--- src/rtl/cdr_pkg.sv ---
package cdr_pkg;
  // Strobes passed from control to datapath each cycle
  typedef struct packed {
    logic doUpdate;     // accumulate this cycle
    logic doIntegrate;  // integral path active this cycle
    logic clrFreq;      // hold integral register at zero
    logic stepUp;       // vote +1
    logic stepDown;     // vote -1
  } loopStrobe_t;
endpackage

--- src/rtl/cdr_ctrl.sv ---
module cdr_ctrl
  import cdr_pkg::*;
#(
  parameter int LOSS_W = 8
) (
  input  logic              clk,
  input  logic              rstN,
  input  logic              pdValid,
  input  logic              pdEarly,
  input  logic              pdLate,
  input  logic              cfgSecondOrder,
  input  logic [LOSS_W-1:0] cfgLossLimit,
  input  logic              freqSatNext,
  output loopStrobe_t       strobe,
  output logic              lockLost
);
  localparam logic [LOSS_W-1:0] RUN_MAX = {LOSS_W{1'b1}};

  logic [LOSS_W-1:0] satRun;

  always_comb begin
    strobe.doUpdate    = pdValid;
    strobe.doIntegrate = pdValid && cfgSecondOrder;
    strobe.clrFreq     = !cfgSecondOrder;
    strobe.stepUp      = pdValid && pdEarly && !pdLate;
    strobe.stepDown    = pdValid && pdLate && !pdEarly;
  end

  always_ff @(posedge clk or negedge rstN) begin
    if (!rstN) begin
      satRun <= '0;
    end else if (pdValid) begin
      if (freqSatNext) begin
        if (satRun != RUN_MAX) satRun <= satRun + 1'b1;
      end else begin
        satRun <= '0;
      end
    end
  end

  assign lockLost = (cfgLossLimit != '0) && (satRun >= cfgLossLimit);


  lock_clear_chk: assert property (@(posedge clk) disable iff (!rstN)
    (pdValid && !freqSatNext && $stable(cfgLossLimit)) |=> (!lockLost || cfgLossLimit == '0));


  lock_hold_chk: assert property (@(posedge clk) disable iff (!rstN)
    (!pdValid && $stable(cfgLossLimit)) |=> $stable(lockLost));
endmodule

--- src/rtl/cdr_datapath.sv ---
module cdr_datapath
  import cdr_pkg::*;
#(
  parameter int CODE_W   = 7,
  parameter int FRAC_W   = 8,
  parameter int FREQ_W   = 13,
  parameter int WRAP_W   = 16,
  parameter int SHIFT_W  = 4,
  parameter int PROP_LOG = 2
) (
  input  logic                       clk,
  input  logic                       rstN,
  input  loopStrobe_t                strobe,
  input  logic [SHIFT_W-1:0]         cfgGpShift,
  input  logic [SHIFT_W-1:0]         cfgGfShift,
  output logic                       freqSatNext,
  output logic [CODE_W-1:0]          piCode,
  output logic signed [FREQ_W-1:0]   freqState,
  output logic signed [WRAP_W+CODE_W-1:0] phaseShift
);
  localparam int ACC_W = CODE_W + FRAC_W;
  localparam int SUM_W = ACC_W + 2;
  localparam int FX_W  = FREQ_W + 1;
  localparam logic [ACC_W-1:0]  PROP_ONE = ACC_W'(1) << (FRAC_W + PROP_LOG);
  localparam logic [FREQ_W-1:0] FREQ_ONE = FREQ_W'(1) << FRAC_W;
  localparam logic signed [FX_W-1:0] FMAX = $signed(FX_W'((1 << (FREQ_W-1)) - 1));
  localparam logic signed [FX_W-1:0] FMIN = -FMAX - 1;

  logic [ACC_W-1:0]          accReg;
  logic signed [FREQ_W-1:0]  freqReg;
  logic signed [WRAP_W-1:0]  wrapCnt;

  logic [ACC_W-1:0]          propMag;
  logic [FREQ_W-1:0]         freqMag;
  logic signed [SUM_W-1:0]   propTerm, freqTerm, corr, sumExt;
  logic signed [FX_W-1:0]    freqStep, freqSum, freqNext;
  logic                      wrapUp, wrapDown;

  always_comb begin
    propMag  = PROP_ONE >> cfgGpShift;
    freqMag  = FREQ_ONE >> cfgGfShift;
    propTerm = strobe.stepUp   ?  $signed(SUM_W'(propMag)) :
               strobe.stepDown ? -$signed(SUM_W'(propMag)) : '0;
    freqTerm = strobe.doIntegrate ?
               $signed({{(SUM_W-FREQ_W){freqReg[FREQ_W-1]}}, freqReg}) : '0;
    corr     = propTerm + freqTerm;
    sumExt   = $signed({2'b00, accReg}) + corr;
    wrapDown = sumExt[SUM_W-1];
    wrapUp   = !sumExt[SUM_W-1] && sumExt[ACC_W];

    freqStep = strobe.stepUp   ?  $signed(FX_W'(freqMag)) :
               strobe.stepDown ? -$signed(FX_W'(freqMag)) : '0;
    freqSum  = $signed({freqReg[FREQ_W-1], freqReg}) + freqStep;
    if (freqSum > FMAX)      freqNext = FMAX;
    else if (freqSum < FMIN) freqNext = FMIN;
    else                     freqNext = freqSum;
    freqSatNext = strobe.doIntegrate && (freqNext == FMAX || freqNext == FMIN);
  end

  always_ff @(posedge clk or negedge rstN) begin
    if (!rstN) begin
      accReg  <= '0;
      freqReg <= '0;
      wrapCnt <= '0;
    end else begin
      if (strobe.doUpdate) begin
        accReg <= sumExt[ACC_W-1:0];
        if (wrapUp)        wrapCnt <= wrapCnt + 1'b1;
        else if (wrapDown) wrapCnt <= wrapCnt - 1'b1;
      end
      if (strobe.clrFreq)          freqReg <= '0;
      else if (strobe.doIntegrate) freqReg <= freqNext[FREQ_W-1:0];
    end
  end

  assign piCode     = accReg[ACC_W-1 -: CODE_W];
  assign freqState  = freqReg;
  assign phaseShift = $signed({wrapCnt, piCode});


  acc_hold_chk: assert property (@(posedge clk) disable iff (!rstN)
    !strobe.doUpdate |=> $stable(phaseShift));


  shift_monotone_chk: assert property (@(posedge clk) disable iff (!rstN)
    (strobe.doUpdate && !corr[SUM_W-1]) |=> (phaseShift >= $past(phaseShift)));


  freq_sat_chk: assert property (@(posedge clk) disable iff (!rstN)
    (strobe.doIntegrate && !strobe.clrFreq && freqReg == FMAX[FREQ_W-1:0] && !strobe.stepDown)
      |=> (freqState == FMAX[FREQ_W-1:0]));


  freq_clear_chk: assert property (@(posedge clk) disable iff (!rstN)
    $rose(strobe.clrFreq) |=> (freqState == '0));
endmodule

--- src/rtl/pi_cdr_loop.sv ---
module pi_cdr_loop
  import cdr_pkg::*;
#(
  parameter int CODE_W  = 7,
  parameter int FRAC_W  = 8,
  parameter int FREQ_W  = 13,
  parameter int WRAP_W  = 16,
  parameter int SHIFT_W = 4,
  parameter int LOSS_W  = 8
) (
  input  logic                            clk,
  input  logic                            rstN,
  input  logic                            pdValid,
  input  logic                            pdEarly,
  input  logic                            pdLate,
  input  logic                            cfgSecondOrder,
  input  logic [SHIFT_W-1:0]              cfgGpShift,
  input  logic [SHIFT_W-1:0]              cfgGfShift,
  input  logic [LOSS_W-1:0]               cfgLossLimit,
  output logic [CODE_W-1:0]               piCode,
  output logic signed [FREQ_W-1:0]        freqState,
  output logic signed [WRAP_W+CODE_W-1:0] phaseShift,
  output logic                            lockLost
);
  loopStrobe_t strobe;
  logic        freqSatNext;

  cdr_ctrl #(.LOSS_W(LOSS_W)) uCtrl (
    .clk(clk), .rstN(rstN), .pdValid(pdValid), .pdEarly(pdEarly), .pdLate(pdLate),
    .cfgSecondOrder(cfgSecondOrder), .cfgLossLimit(cfgLossLimit),
    .freqSatNext(freqSatNext), .strobe(strobe), .lockLost(lockLost)
  );

  cdr_datapath #(
    .CODE_W(CODE_W), .FRAC_W(FRAC_W), .FREQ_W(FREQ_W),
    .WRAP_W(WRAP_W), .SHIFT_W(SHIFT_W), .PROP_LOG(2)
  ) uPath (
    .clk(clk), .rstN(rstN), .strobe(strobe),
    .cfgGpShift(cfgGpShift), .cfgGfShift(cfgGfShift),
    .freqSatNext(freqSatNext), .piCode(piCode),
    .freqState(freqState), .phaseShift(phaseShift)
  );
endmodule

--- config.mk ---
export PLATFORM = sky130hd
export DESIGN_NAME = pi_cdr_loop
export DESIGN_NICKNAME = d
export VERILOG_FILES = /design/src/rtl/cdr_pkg.sv /design/src/rtl/cdr_ctrl.sv /design/src/rtl/cdr_datapath.sv /design/src/rtl/pi_cdr_loop.sv
export SDC_FILE = /design/constraint.sdc
export NUM_CORES = 1
export LEC_CHECK = 0
export ABC_AREA = 1
export ABC_CLOCK_PERIOD_IN_PS = 7700
export BUFFER_PORTS_ARGS = -buffer_cell sky130_fd_sc_hd__buf_2
export CAP_MARGIN = 40
export CORE_ASPECT_RATIO = 1.5
export CORE_MARGIN = 2
export CORE_UTILIZATION = 40
export CTS_BUF_LIST = sky130_fd_sc_hd__clkbuf_4 sky130_fd_sc_hd__clkbuf_8
export CTS_CLUSTER_DIAMETER = 150
export DETAILED_ROUTE_END_ITERATION = 6
export GPL_ROUTABILITY_DRIVEN = 0
export HOLD_SLACK_MARGIN = 0.03
export PLACE_DENSITY = 0.67
export SYNTH_ARGS = -nofsm -noshare
export SYNTH_HDL_FRONTEND = slang
export SYNTH_SLANG_ARGS = --single-unit
export TNS_END_PERCENT = 10
--- constraint.sdc ---
create_clock -name clk -period 7.7 [get_ports clk]
set_input_delay 0 -clock clk [delete_from_list [all_inputs] [get_ports clk]]
set_output_delay 0 -clock clk [all_outputs]
set_load 0.01 [all_outputs]
== Yosys cells after proc, flatten, opt, wreduce, memory -nomap -nowiden ==
Cells that the tools add are included.

* Logic and storage cells: 51
* Register bits: 52
* Bits of input ports: 22
* Output and inout port bits: 44

* Add/subtract/negate cells: 8
* Reductions and logical operators: 16
* Eq/ne operators: 5
* Shifts and indexed selects: 2
* Mux-type cells: 13
* Order comparisons: 3

{| class="wikitable"
|+ Operators with widths
! operator !! count
|-
| $mux W14 || 4
|-
| $mux W17 || 3
|-
| $mux W16 || 2
|-
| $eq A14 B13 Y1 const B || 2
|-
| $mux W13 || 2
|-
| $add A16 B17 Y17 || 1
|-
| $add A17 B17 Y17 || 1
|-
| $neg A15 Y17 || 1
|-
| $add A16 B1 Y16 const B || 1
|-
| $mux W8 || 2
|-
| $sub A16 B1 Y16 const B || 1
|-
| $shr A11 B4 Y15 const A || 1
|-
| $add A13 B14 Y14 || 1
|-
| $gt A14 B13 Y1 const B || 1
|-
| $lt A14 B13 Y1 const B || 1
|-
| $neg A13 Y14 || 1
|-
| $shr A9 B4 Y13 const A || 1
|-
| $add A8 B1 Y8 const B || 1
|-
| $ge A8 B8 Y1 || 1
|-
| $logic_and A1 B1 Y1 || 8
|-
| $ne A8 B8 Y1 const B || 1
|-
| $reduce_bool A8 Y1 || 1
|-
| $ne A2 B1 Y1 const B || 2
|-
| $reduce_and A2 Y1 || 2
|-
| other kinds (3) || 5
|}

== Logic depth before layout (Yosys ltp) ==
Gate-level depths: netlist of the first run.

* Word-level depth: 13
* Mapped depth: 35
* Gate-level depth less buffers: 35

== Cells and area by module ==
From an unflattened synthesis of the first run, not the netlist that was laid out.

* Cells, all modules: 859
* Area, all modules: 5863.1 µm²

{| class="wikitable"
|+ By module, submodules not included
! module !! sequential area each (µm²) !! area each (µm²) !! times used !! cells an instance
|-
| cdr_datapath || 1101.1 || 5126.2 || 1 || 750
|-
| cdr_ctrl || 200.2 || 737.0 || 1 || 109
|}

== Worst setup path after synthesis of the first run ==
OpenSTA, ideal clock, no wires.

* Kind: in2reg
* Start point: input port cfgGpShift[3]
* End point: register uPath.wrapCnt[15]
* Required time: 7.583 ns
* Setup time: 0.117 ns
* Data arrival time: 4.910 ns
* Setup slack: 2.673 ns
* Stages: 32
* Buffers on the path: 0
* Cell sequence: inv_1 nor2_1 inv_1 nor2_1 inv_1 ha_1 a22oi_1 fa_1 inv_1 ha_1 inv_1 fa_1 o31ai_1 nand3_1 nand2_1 nand4_1 nand2_1 xor2_1 inv_1 nand2_1 ha_1 a21o_1 a31oi_1 o21ai_0 a21oi_1 o21ai_0 nand3_1 nand2_1 xnor2_1 nand2_1 nand2_1 nand2_1

* Word-level cells in the longest chain between the ends: 10
* Elaborated cells on any way between the ends: 11
* Those cells by class: 3 x add/sub; 1 x shift; 3 x mux; 4 x reduce/logical

{| class="wikitable"
|+ Ends and longest elaborated chain
! item !! RTL line !! text
|-
| start: declaration || pi_cdr_loop.sv:17 || <nowiki>input logic [SHIFT_W-1:0] cfgGpShift,</nowiki>
|-
| $shr A11 B4 Y15 * || cdr_datapath.sv:40 || <nowiki>propMag = PROP_ONE >> cfgGpShift;</nowiki>
|-
| $neg A15 Y17 || cdr_datapath.sv:43 || <nowiki>strobe.stepDown ? -$signed(SUM_W'(propMag)) : '0;</nowiki>
|-
| $mux W17 || cdr_datapath.sv:43 ||
|-
| $mux W17 * || cdr_datapath.sv:42 || <nowiki>propTerm = strobe.stepUp ? $signed(SUM_W'(propMag)) :</nowiki>
|-
| $add A17 B17 Y17 * || cdr_datapath.sv:46 || <nowiki>corr = propTerm + freqTerm;</nowiki>
|-
| $add A16 B17 Y17 * || cdr_datapath.sv:47 || <nowiki>sumExt = $signed({2'b00, accReg}) + corr;</nowiki>
|-
| $logic_not A1 Y1 || cdr_datapath.sv:49 || <nowiki>wrapUp = !sumExt[SUM_W-1] && sumExt[ACC_W];</nowiki>
|-
| $logic_and A1 B1 Y1 || cdr_datapath.sv:49 ||
|-
| $reduce_bool A2 Y1 (no source line) || -- ||
|-
| $reduce_and A2 Y1 (no source line) || -- ||
|-
| end signal: assignment || cdr_datapath.sv:68 || <nowiki>if (wrapUp) wrapCnt <= wrapCnt + 1'b1;</nowiki>
|-
| end signal: assignment || cdr_datapath.sv:69 || <nowiki>else if (wrapDown) wrapCnt <= wrapCnt - 1'b1;</nowiki>
|-
| end: declaration || cdr_datapath.sv:31 || <nowiki>logic signed [WRAP_W-1:0] wrapCnt;</nowiki>
|}

Mark *: on every way between the ends. The rest lies on a longest branch, timed or not.
A chain may end at the register's enable or synchronous reset.

== Final worst setup path of the first run ==
* Start point: input port pdValid
* End point: register uPath.wrapCnt[15]

* Word-level cells in the longest chain between the ends: 10
* Elaborated cells on any way between the ends: 15
* Those cells by class: 2 x add/sub; 4 x mux; 9 x reduce/logical

{| class="wikitable"
|+ Ends and longest elaborated chain
! item !! RTL line !! text
|-
| start: declaration || pi_cdr_loop.sv:13 || <nowiki>input logic pdValid,</nowiki>
|-
| $logic_and A1 B1 Y1 (2 in a row) || cdr_ctrl.sv:26 || <nowiki>strobe.stepDown = pdValid && pdLate && !pdEarly;</nowiki>
|-
| $mux W17 || cdr_datapath.sv:43 ||
|-
| $mux W17 || cdr_datapath.sv:42 ||
|-
| $add A17 B17 Y17 || cdr_datapath.sv:46 ||
|-
| $add A16 B17 Y17 || cdr_datapath.sv:47 ||
|-
| $logic_not A1 Y1 || cdr_datapath.sv:49 ||
|-
| $logic_and A1 B1 Y1 || cdr_datapath.sv:49 ||
|-
| $reduce_bool A2 Y1 (no source line) || -- ||
|-
| $reduce_and A2 Y1 (no source line) || -- ||
|}

Several ways; a longest one is shown, not always the timed one.

==> metrics.md, run 1 <==
| Metric | Value |
|---|---|
| Outcome | `completed` |
| Int Pwr | `0.776 mW` |
| Die width | `102 um` |
| Place WS | `1.38 ns` |
| Port bufs | `65` |
| Minimum clock period | `6.00 ns` |
| Crit path kind | `input pin to register` |
| CTS tree | `built` |
| Final WL | `14.2 mm` |
| Pleak | `3.51 nW` |
| Worst-path clk slew | `0.10 ns` |
| Vias | `5417` |
| Ports | `66` |
| Sw Pwr | `0.699 mW` |
| Final Hold Violating Endpoints | `0` |
| Clk buf depth | `2` |
| Clk_lat worst skew | `0.32 ns` |
| Syn avg cell area | `6.90 um2` |
| Seq pwr share | `28.4%` |
| Number of setup violations in the final report | `0` |
| Die area | `15400 um2` |
| Synth top cells by count | `nand2_1 (219), inv_1 (138), a21oi_1 (56)` |
| CTS buffer count | `5` |
| Max-slew violations | `0` |
| PwrDens | `235 nW/um2` |
| HP Start | `cfgSecondOrder` |
| Clock root cell | `clkbuf_8` |
| Unrepaired setup endpoints after global routing | `no` |
| CTS Sinks | `52` |
| # diodes | `0` |
| # Max-Cap Violations | `0` |
| Required @ worst endpoint | `7.92 ns` |
| Post-detail-place hpwl | `11.6 mm` |
| Maximum fanout along the worst path | `37` |
| Reg2Reg Launch Point | `uPath.freqState[1]` |
| Largest net degree at the start of global routing | `53` |
| Logic pwr share | `60.2%` |
| Placed inst area | `6170 um2` |
| Gate Count Post-Synth | `835` |
| H-Tree Depth | `2` |
| Crit end category | `register` |
| Slew headroom | `55.2%` |
| Overflow left after global routing | `0` |
| HP Class | `input pin to register` |
| All-Layer GR Usage | `18.9%` |
| Worst Tran Pin Value | `0.672 ns` |
| Synth area leader | `dfrtp_1` |
| Vias in the first global route | `5242` |
| Vert. Die Dim | `151 um` |
| Total power | `1.47 mW` |
| Worst vdd ir | `0.114 mV` |
| Crit-path most repeated cell | `nand2_1` |
| Top-count cell post-synth | `nand2_1` |
| Worst Setup SP | `pdValid` |
| NumNets Final | `977` |
| Mapped Area | `5760 um2` |
| Final ANT Viol Nets | `0` |
| Post-synth net total | `929` |
| Initial antenna violation count | `0` |
| DR WL/cell | `13.2 um` |
| Drt drc | `0` |
| Final Cycle Share | `77.9%` |
| EDFF count, synth | `0` |
| Core ar. | `14100 um2` |
| Layout cells sized above 1 | `10.9%` |
| Ys async rst share | `100%` |
| First-pass GRT wire length | `23.3 mm` |
| Startpoint Class | `input pin` |
| CP arrival | `6.22 ns` |
| 1st-iter DRT viols | `153` |
| Worst Clk Skew | `0.0112 ns` |
| Sequential area share after synthesis | `22.6%` |
| CTS-repair resized insts | `0` |
| Yosys warning count | `0` |
| Worst path slowest cell | `fa_1` |
| Starting Density | `41.0%` |
| Setup ws final | `1.70 ns` |
| Worst path max stage delay | `0.57 ns` |
| Row cnt | `53` |
| Setup TNS | `0 ns` |
| Drt via density | `5.03` |
| Post-synth top area share | `22.6%` |
| Synth cell types | `46` |
| Fmax | `167 MHz` |
| Design area | `6270 um2` |
| Area Overhead vs Synth | `8.81%` |
| Net Sw Frac | `47.4%` |
| FF-to-FF setup slack | `2.44 ns` |
| Synth area leaders | `dfrtp_1 (23%), nand2_1 (14%), ha_1 (12%), inv_1 (9.0%), fa_1 (6.3%)` |
| Clock power frac | `11.4%` |
| Predominant post-synthesis flop cell | `dfrtp_1` |
| FF+latch count, synth | `52` |
| First-pass DRT Iterations | `5` |
power by group through the flow:
| stage | logic [mW] | clock network [mW] | registers (mW) |
|---|---|---|---|
| 6_report | 0.889 | 0.168 | 0.418 |
| 5_1_grt | 1.02 | 0.186 | 0.436 |
| 4_1_cts | 0.897 | 0.175 | 0.421 |
| 3_5_place_dp | 0.892 | 0 | 0.427 |
| 3_3_place_gp | 0.880 | 0 | 0.426 |
| 2_1_floorplan | 0.690 | 0 | 0.432 |
path summary, 6_finish.rpt:
kind	endpoint	cells past startpoint
max	uPath.wrapCnt[15]	29
min	uPath.freqState[2]	3
max reg2reg	uPath.wrapCnt[15]	26
min reg2reg	uPath.accReg[2]	2
max in group asynchronous	uPath.freqState[10]	3
min in group asynchronous	uPath.wrapCnt[10]	3
layout make-up:
type / count / area [um2]
Clock buffer: 5 / 68.8
Clock inverter: 3 / 21.3
Fill cell: 1541 / 7790
Inverter: 143 / 542
Multi-Input combinational cell: 614 / 3750
Sequential cell: 52 / 1300
Tap cell: 192 / 240
Timing Repair Buffer: 67 / 343
kinds of logic (layout without fill, tap and decap cells):
kind of cell	after synthesis	after routing	synth area share, %
AOI/OAI and AO/OA	148	148	14.4
xor gates and xnor gates	39	39	6.06
adders and majority gates	72	72	18.0
buffers and inverters	169	218	12.3
DFF	52	52	22.6
and+or+nand+nor	355	355	26.7
through the flow:
stage / hold WS [ns] / util (%) / std cells
floorplan: -0.296 / - / 835
global placement: 0.170 / 43.9 / 1067
detailed placement: 0.173 / 43.9 / 1067
CTS: 0.0600 / 44.6 / 1076
global route: 0.0596 / 44.6 / 1076
finish: 0.0664 / 44.6 / 1076
what timing repair did:
| action | CTS | global route |
|---|---|---|
| endpoints found under the hold margin | 52 | 0 |
| setup buffers | 0 | 0 |
| hold buffers | 1 | 0 |
critical path, delay by kind of cell:
kind	cells	cell delay, ns
xor+xnor	2	0.52
simple gates	11	1.84
compound gates	10	1.81
fa+ha+maj	3	1.34
buf+inv	3	0.72
placed cells by master (no fill, tap or decap), types with 2 or more instances in the layout:
master    synthesis  routed
dfrtp_1          52      52
or2_2             4       4
ha_1             54      54
a21oi_1          56      56
nor2_1           45      45
clkinv_1          2       2
nor3_1            6       6
o21bai_1          4       4
clkbuf_8          0       5
a21oi_4           2       2
inv_2             2       2
buf_2             0      65
fa_1             18      18
nand3_1          48      48
a31oi_1           2       2
o21ai_0          36      36
xor2_1           20      20
nand3b_1          6       6
xnor2_1          18      18
o22ai_1           3       3
nand2_2           3       3
nand4_1          15      15
nand2_4           3       3
o21ai_1          28      28
nand2_1         219     219
a21boi_0          3       3
nor4_1            2       2
o31ai_1           4       4
inv_1           138     138
state kept, by name, summed over array words and instances, names as in the netlist:
name,count
uPath.accReg,15
uPath.freqState,13
uPath.wrapCnt,16
uCtrl.satRun,8
layer usage:
metal | up-vias | wire length, um | global-route usage [%]
li1 | 2776 | - | -
met1 | 2490 | 5660 | 19.7
met2 | 118 | 7710 | 37.3
met3 | 33 | 425 | 2.22
met4 | 0 | 418 | 7.13
met5 | - | 0 | 0
Note: power is estimated with default switching activity, not from simulation.
==> inputs of run 2 (changes only) <==
- ABC_AREA: 1 -> 0
- ABC_CLOCK_PERIOD_IN_PS: 7700 -> 5200
- PLACE_DENSITY: 0.67 -> 0.7
- clock period: 7.7 -> 5.2 ns (I/O delays scaled with it)
==> run 2 against run 1 <==
  * Power up 86%
  * Clock skew barely moved
  * Via count is 3.7% lower
  * Utilization up 4.6 points
  * Sequential share of layout area shrank 1.7 points
==> metrics.md, run 2 <==
| Metric | Value |
|---|---|
| Final Hold Violating Endpoints | `0 (unchanged)` |
| Row cnt | `53 (unchanged)` |
| Crit end category | `register (unchanged)` |
| Ports | `66 (unchanged)` |
| FF+latch count, synth | `52 (unchanged)` |
| Largest register by flop count | `uPath.wrapCnt (unchanged)` |
| Slew headroom | `52.9% (was 55.2%)` |
| DP Cell Count | `932 (was 1067)` |
| Die width | `101 um (was 102 um)` |
| Worst Clk Skew | `0.0109 ns (was 0.0112 ns)` |
| Fmax | `197 MHz` |
| Final ANT Viol Nets | `0 (unchanged)` |
| Crit path kind | `register to register (was input pin to register)` |
| All-Layer GR Usage | `19.3% (was 18.9%)` |
| Placed inst area | `6640 um2 (was 6170 um2)` |
| First-pass DRT Iterations | `4 (was 5)` |
| Yosys warning count | `0 (unchanged)` |
| WP buf/inv | `2 (was 3)` |
| Net Sw Frac | `42.9% (was 47.4%)` |
| Worst path slowest cell | `fa_1 (unchanged)` |
| Sequential area share after synthesis | `23.2% (was 22.6%)` |
| Max reg flops | `16 (unchanged)` |
| Maximum fanout along the worst path | `6 (was 37)` |
| EDFF count, synth | `0 (unchanged)` |
| Outcome | `completed (unchanged)` |
| Vert. Die Dim | `149 um (was 151 um)` |
| Drt drc | `0 (unchanged)` |
| Hold_ws | `0.106 ns (was 0.0664 ns)` |
| CTS tree | `built (unchanged)` |
| Int Pwr | `1.56 mW (was 0.776 mW)` |
| Clock root cell | `clkbuf_8 (unchanged)` |
| Final Cycle Share | `97.8%` |
| Top-count cell post-synth | `a21oi_1 (was nand2_1)` |
| Predominant post-synthesis flop cell | `dfrtp_1 (unchanged)` |
| Critical path's top delay family | `compound AO/OA/AOI/OAI gates (was simple AND/OR/NAND/NOR gates)` |
| Syn avg cell area | `8.42 um2 (was 6.90 um2)` |
| Place WS | `-0.313 ns (was 1.38 ns)` |
| Post-synth top area share | `23.2% (was 22.6%)` |
| H-Tree Depth | `2 (unchanged)` |
| DR WL/cell | `15.3 um (was 13.2 um)` |
| Initial antenna violation count | `0 (unchanged)` |
| Area Overhead vs Synth | `21.7% (was 8.81%)` |
| Unrepaired setup endpoints after global routing | `yes (was no)` |
| Gate Count Post-Synth | `666 (was 835)` |
| # Max-Cap Violations | `0 (unchanged)` |
| Layout Cells excl Fill | `944 (was 1076)` |
| Startpoint Class | `register (was input pin)` |
| Mapped Area | `5610 um2 (was 5760 um2)` |
| Logic pwr share | `67.3% (was 60.2%)` |
| Largest net degree at the start of global routing | `53 (unchanged)` |
| CTS buffer count | `5 (unchanged)` |
| Commonest non-fill, non-tap cell in the layout | `buf_4 (was nand2_1)` |
| Pleak | `3.29 nW (was 3.51 nW)` |
| Synth area leaders | `dfrtp_1 (23%), ha_1 (12%), fa_1 (6.4%), a21oi_1 (5.7%), o21ai_0 (4.2%) (was dfrtp_1 (23%), nand2_1 (14%), ha_1 (12%), inv_1 (9.0%), fa_1 (6.3%))` |
| CP arrival | `5.30 ns (was 6.22 ns)` |
| Post-synth net total | `760 (was 929)` |
| Most frequent cells in the layout | `buf_4 (81), buf_2 (64), a21oi_1 (59), inv_1 (57), dfrtp_1 (52) (was nand2_1 (219), inv_1 (138), buf_2 (65), a21oi_1 (56), ha_1 (54))` |
| Die area | `15000 um2 (was 15400 um2)` |
| Design area | `6830 um2 (was 6270 um2)` |
| Clk_lat worst skew | `0.32 ns (about the same)` |
| Drt via density | `5.53 (was 5.03)` |
| Minimum clock period | `5.08 ns` |
| Overflow left after global routing | `0 (unchanged)` |
| Final WL | `14.5 mm (was 14.2 mm)` |
| Sw Pwr | `1.18 mW (was 0.699 mW)` |
| Ys async rst share | `100% (unchanged)` |
| Seq pwr share | `23.6% (was 28.4%)` |
| Vias in the first global route | `5018 (was 5242)` |
| PwrDens | `401 nW/um2 (was 235 nW/um2)` |
| Post-detail-place hpwl | `11.5 mm (was 11.6 mm)` |
| Worst path max stage delay | `0.46 ns (was 0.57 ns)` |
| HP Class | `input pin to register (unchanged)` |
| Synth area leader | `dfrtp_1 (unchanged)` |
| First-pass GRT wire length | `23.3 mm (about the same)` |
| Clk buf depth | `2 (unchanged)` |
| Setup ws final | `0.117 ns (was 1.70 ns)` |
| Port bufs | `65 (unchanged)` |
| Worst vdd ir | `0.187 mV (was 0.114 mV)` |
| NumNets Final | `872 (was 977)` |
| Worst Tran Pin Value | `0.706 ns (was 0.672 ns)` |
| Fill count | `1359 (was 1541)` |
| # diodes | `0 (unchanged)` |
| Vias | `5218 (was 5417)` |
| Starting Density | `40.5% (was 41.0%)` |
| Worst-path clk slew | `0.11 ns (was 0.10 ns)` |
| Synth cell types | `63 (was 46)` |
| Core ar. | `13900 um2 (was 14100 um2)` |
| CTS Sinks | `52 (unchanged)` |
| Synth top cells by count | `a21oi_1 (64), inv_1 (59), ha_1 (54) (was nand2_1 (219), inv_1 (138), a21oi_1 (56))` |
| Max-slew violations | `0 (unchanged)` |
| Clock power frac | `9.2% (was 11.4%)` |
| Layout cells sized above 1 | `28.5% (was 10.9%)` |
| Required @ worst endpoint | `5.41 ns (was 7.92 ns)` |
| 1st-iter DRT viols | `214 (was 153)` |
| Number of setup violations in the final report | `0 (unchanged)` |
run 2: layout make-up:
cell class / count / area (um2) / share of cell area (%)
clock buffer: 6 / 76.3 / 1.12
clock inverter: 2 / 16.3 / 0.238
inverter: 59 / 224 / 3.28
multi-input combinational: 512 / 4050 / 59.3
sequential: 52 / 1300 / 19.1
tap: 165 / 206 / 3.02
timing repair buffer: 148 / 956 / 14.0
run 2: worst min-delay path: stages:
cell and delay, ns:
buf_2 0.11, inv_1 0.09, buf_4 0.14, nor2_1 0.05
run 2: worst paths after layout:
check	start	endpoint	slack, ns	cells past startpoint
worst min-delay path	cfgSecondOrder	uPath.freqState[12]	0.11	4
worst max register to register	uPath.freqState[1]	uPath.wrapCnt[15]	0.12	26
worst max-delay path	uPath.freqState[1]	uPath.wrapCnt[15]	0.12	26
max in group asynchronous	rstN	uCtrl.satRun[5]	4.40	3
min in group asynchronous	rstN	uPath.accReg[1]	0.34	3
worst min register to register	uPath.wrapCnt[15]	uPath.wrapCnt[15]	0.51	1
run 2: logic make-up after synthesis:
group           Yosys count  share of synthesized area (%)
compound gates          202                           23.8
xor+xnor                 37                           6.11
fa+ha+maj                80                           19.9
buf+inv                 102                           8.01
flops                    52                           23.2
mux                      21                           4.13
simple gates            172                           14.9
run 2: per-layer routing:
metal	global-route usage, %	part of all wire, %
met1	21.3	40
met2	36.5	54
met3	1.78	2.4
met4	8.49	4.0
met5	0	0
run 2: stage by stage:
stage	util (%)	power, mW	setup TNS (ns)
6_report	49.3	2.74	0
2_1_floorplan	-	1.92	-0.504
3_3_place_gp	47.9	2.43	-0.418
4_1_cts	48.7	2.73	0
3_5_place_dp	47.9	2.47	-0.963
5_1_grt	49.3	2.98	-0.708
run 2: power groups by stage:
stage	combinational (mW)	clock, mW	sequential [mW]
6_report	1.84	0.251	0.646
5_1_grt	2.05	0.273	0.664
4_1_cts	1.82	0.262	0.648
3_5_place_dp	1.81	0	0.657
3_3_place_gp	1.77	0	0.653
2_1_floorplan	1.25	0	0.664
run 2: what timing repair did:
action | 4_1_cts | 5_1_grt
hold buffers | 2 | 0
resized for setup | 1 | 14
setup buffers | 0 | 2
setup endpoints to repair | 1 | 6
pin swaps | 0 | 12
endpoints found under the hold margin | 53 | 0
==> inputs of run 3 (changes only) <==
- ABC_CLOCK_PERIOD_IN_PS: 5200 -> 4900
- PLACE_DENSITY: 0.7 -> 0.67
- clock period: 5.2 -> 4.9 ns (I/O delays scaled with it)
==> run 3 against run 2 <==
  * The run now ends with negative setup slack left
  * Critical path depth is 1 higher
  * Cell count is 6.0% higher
  * Register-to-register slack worse by 0.43 ns
  * Non-clock buffer count is 57 higher
  * Setup slack worse by 0.43 ns
  * Critical path type unchanged
  * Highest routed layer unchanged
==> metrics.md, run 3 (synthesis results as in run 2) <==
| Metric | Value |
|---|---|
| Final WL | `16.0 mm (was 14.5 mm)` |
| Max reg flops | `16 (unchanged)` |
| Clock power frac | `9.6% (was 9.2%)` |
| Row cnt | `53 (unchanged)` |
| Largest register by flop count | `uPath.wrapCnt (unchanged)` |
| Crit path kind | `register to register (unchanged)` |
| Sw Pwr | `1.39 mW (was 1.18 mW)` |
| DR WL/cell | `16.0 um (was 15.3 um)` |
| Worst vdd ir | `0.212 mV (was 0.187 mV)` |
| Total power | `3.31 mW (was 2.74 mW)` |
| Initial antenna violation count | `0 (unchanged)` |
| Outcome | `complete, but fails checks (was completed)` |
| # diodes | `0 (unchanged)` |
| Final ANT Viol Nets | `0 (unchanged)` |
| Crit end category | `register (unchanged)` |
| Logic pwr share | `69.6% (was 67.3%)` |
| H-Tree Depth | `2 (unchanged)` |
| Failing checks | `negative setup slack` |
| Endpoint, Worst Hold | `uPath.freqState[12] (unchanged)` |
| Worst Hold Depth | `4 (unchanged)` |
| Net Sw Frac | `42.0% (was 42.9%)` |
| Drt via density | `5.58 (was 5.53)` |
| Layout cells sized above 1 | `36.2% (was 28.5%)` |
| Clk buf depth | `2 (unchanged)` |
| Startpoint Class | `register (unchanged)` |
| Final Cycle Share | `106% (was 97.8%)` |
| 1st-iter DRT viols | `349 (was 214)` |
| First-pass DRT Iterations | `5 (was 4)` |
| NumNets Final | `929 (was 872)` |
| Minimum clock period | `5.21 ns (was 5.08 ns)` |
| Reg2reg end | `uPath.wrapCnt[15] (unchanged)` |
| CTS Sinks | `52 (unchanged)` |
| All-Layer GR Usage | `21.3% (was 19.3%)` |
| Largest net degree at the start of global routing | `53 (unchanged)` |
| FF-to-FF setup slack | `-0.31 ns (was 0.12 ns)` |
| HP Class | `input pin to register (unchanged)` |
| Seq pwr share | `20.8% (was 23.6%)` |
| Die width | `101 um (unchanged)` |
| Setup ws final | `-0.308 ns (was 0.117 ns)` |
| Worst Clk Skew | `0.0133 ns (was 0.0109 ns)` |
| Register-to-Register Path Depth | `27 (was 26)` |
| Worst-path clk slew | `0.11 ns (about the same)` |
| First-pass GRT wire length | `25.8 mm (was 23.3 mm)` |
| Clk_lat worst skew | `0.33 ns (was 0.32 ns)` |
| Int Pwr | `1.92 mW (was 1.56 mW)` |
| Commonest non-fill, non-tap cell in the layout | `buf_4 (unchanged)` |
| Most frequent cells in the layout | `buf_4 (139), buf_2 (60), a21oi_1 (58), inv_1 (56), dfrtp_1 (52) (was buf_4 (81), buf_2 (64), a21oi_1 (59), inv_1 (57), dfrtp_1 (52))` |
| Maximum fanout along the worst path | `6 (unchanged)` |
| Core ar. | `13900 um2 (unchanged)` |
| Starting Density | `40.5% (unchanged)` |
| Slew headroom | `53.4% (was 52.9%)` |
| Max-slew violations | `0 (unchanged)` |
| Drt drc | `0 (unchanged)` |
| CTS buffer count | `5 (unchanged)` |
| Ports | `66 (unchanged)` |
| Setup TNS | `-1.21 ns (was 0 ns)` |
| Unrepaired setup endpoints after global routing | `yes (unchanged)` |
| Final Hold Violating Endpoints | `0 (unchanged)` |
| Fmax | `192 MHz (was 197 MHz)` |
| Worst Tran Pin Value | `0.699 ns (was 0.706 ns)` |
| Overflow left after global routing | `0 (unchanged)` |
| Vias in the first global route | `5617 (was 5018)` |
| Area Overhead vs Synth | `33.1% (was 21.7%)` |
| Worst Setup SP | `uPath.freqState[1] (unchanged)` |
| HP Start | `cfgSecondOrder (unchanged)` |
| Pleak | `3.62 nW (was 3.29 nW)` |
| Vert. Die Dim | `149 um (unchanged)` |
| Port bufs | `65 (unchanged)` |
| Required @ worst endpoint | `5.12 ns (was 5.41 ns)` |
| CP arrival | `5.43 ns (was 5.30 ns)` |
| Reg2Reg Launch Point | `uPath.freqState[1] (unchanged)` |
| Number of setup violations in the final report | `5 (was 0)` |
| Die area | `15000 um2 (unchanged)` |
| Vias | `5586 (was 5218)` |
| Clock root cell | `clkbuf_8 (unchanged)` |
| CTS tree | `built (unchanged)` |
| # Max-Cap Violations | `0 (unchanged)` |
| Post-detail-place hpwl | `11.9 mm (was 11.5 mm)` |
| PwrDens | `444 nW/um2 (was 401 nW/um2)` |
## run 3: how the worst max path moves through the flow
| stage | to | slack (ns) | cells after the start |
|---|---|---|---|
| finish | uPath.wrapCnt[15] | -0.31 | 27 |
| global route | uPath.wrapCnt[15] | -0.57 | 27 |
| detailed placement | uPath.wrapCnt[15] | -0.74 | 29 |
| floorplan | uPath.wrapCnt[14] | -0.53 | 30 |
| global placement | uPath.wrapCnt[14] | -0.59 | 30 |
| CTS | uPath.wrapCnt[14] | -0.16 | 24 |
## run 3: layer usage
metal / wire (um) / GRT usage (%) / vias to the layer above / part of all wire (%)
met4: 721 / 10.0 / 0 / 4.5
met1: 6020 / 21.8 / 2702 / 38
met3: 440 / 2.16 / 41 / 2.7
met5: 0 / 0 / - / 0
met2: 8850 / 41.8 / 149 / 55
li1: - / - / 2694 / -
## run 3: layout make-up
| cell class | count | area [um2] |
|---|---|---|
| Inverter | 59 | 224 |
| Fill cell | 1223 | 6390 |
| Multi-Input combinational cell | 512 | 4200 |
| Tap cell | 165 | 206 |
| Timing Repair Buffer | 205 | 1410 |
| Clock inverter | 3 | 46.3 |
| Clock buffer | 5 | 68.8 |
| Sequential cell | 52 | 1300 |
## run 3: power groups by stage
stage	clock network, mW	logic (mW)	registers, mW
global route	0.339	2.54	0.711
CTS	0.323	2.14	0.686
finish	0.317	2.31	0.690
floorplan	0	1.33	0.705
detailed placement	0	2.01	0.693
global placement	0	1.93	0.687
## run 3: timing repair
item                                    CTS  global route
pin swaps                                27            33
setup buffers                            29             9
resized for setup                        30            26
endpoints found under the setup margin    5            13
hold endpoints to repair                 52             0
hold buffers                              1             0
## run 3: worst max-delay path, cell delays in order (launching register included)
cell      delay (ns)
dfrtp_1         0.41
nand2_2         0.11
fa_1            0.42
inv_1           0.07
ha_2            0.19
inv_1           0.06
fa_2            0.35
nand2b_4        0.17
a21oi_4         0.16
o211ai_1        0.13
a21oi_1         0.17
o21ai_1         0.10
a211o_1         0.35
mux2i_2         0.24
nand2_2         0.11
nand2_4         0.14
buf_6           0.12
ha_4            0.19
a211oi_2        0.25
nor2_2          0.09
o22a_1          0.23
nand4_1         0.12
a31oi_2         0.12
a31o_2          0.25
a31oi_4         0.17
nor3b_2         0.18
a31oi_1         0.07
xnor2_1         0.13
## run 3: metrics by stage
step	util, %	instance area (um2)	worst slack, ns	hold WS [ns]	cells
4_1_cts	52.6	7290	-0.160	0.0550	992
5_1_grt	53.9	7460	-0.566	0.0712	1001
2_1_floorplan	-	5800	-0.530	-0.296	666
3_3_place_gp	49.1	6810	-0.587	0.183	955
3_5_place_dp	49.1	6810	-0.739	0.186	955
6_report	53.9	7460	-0.308	0.0586	1001
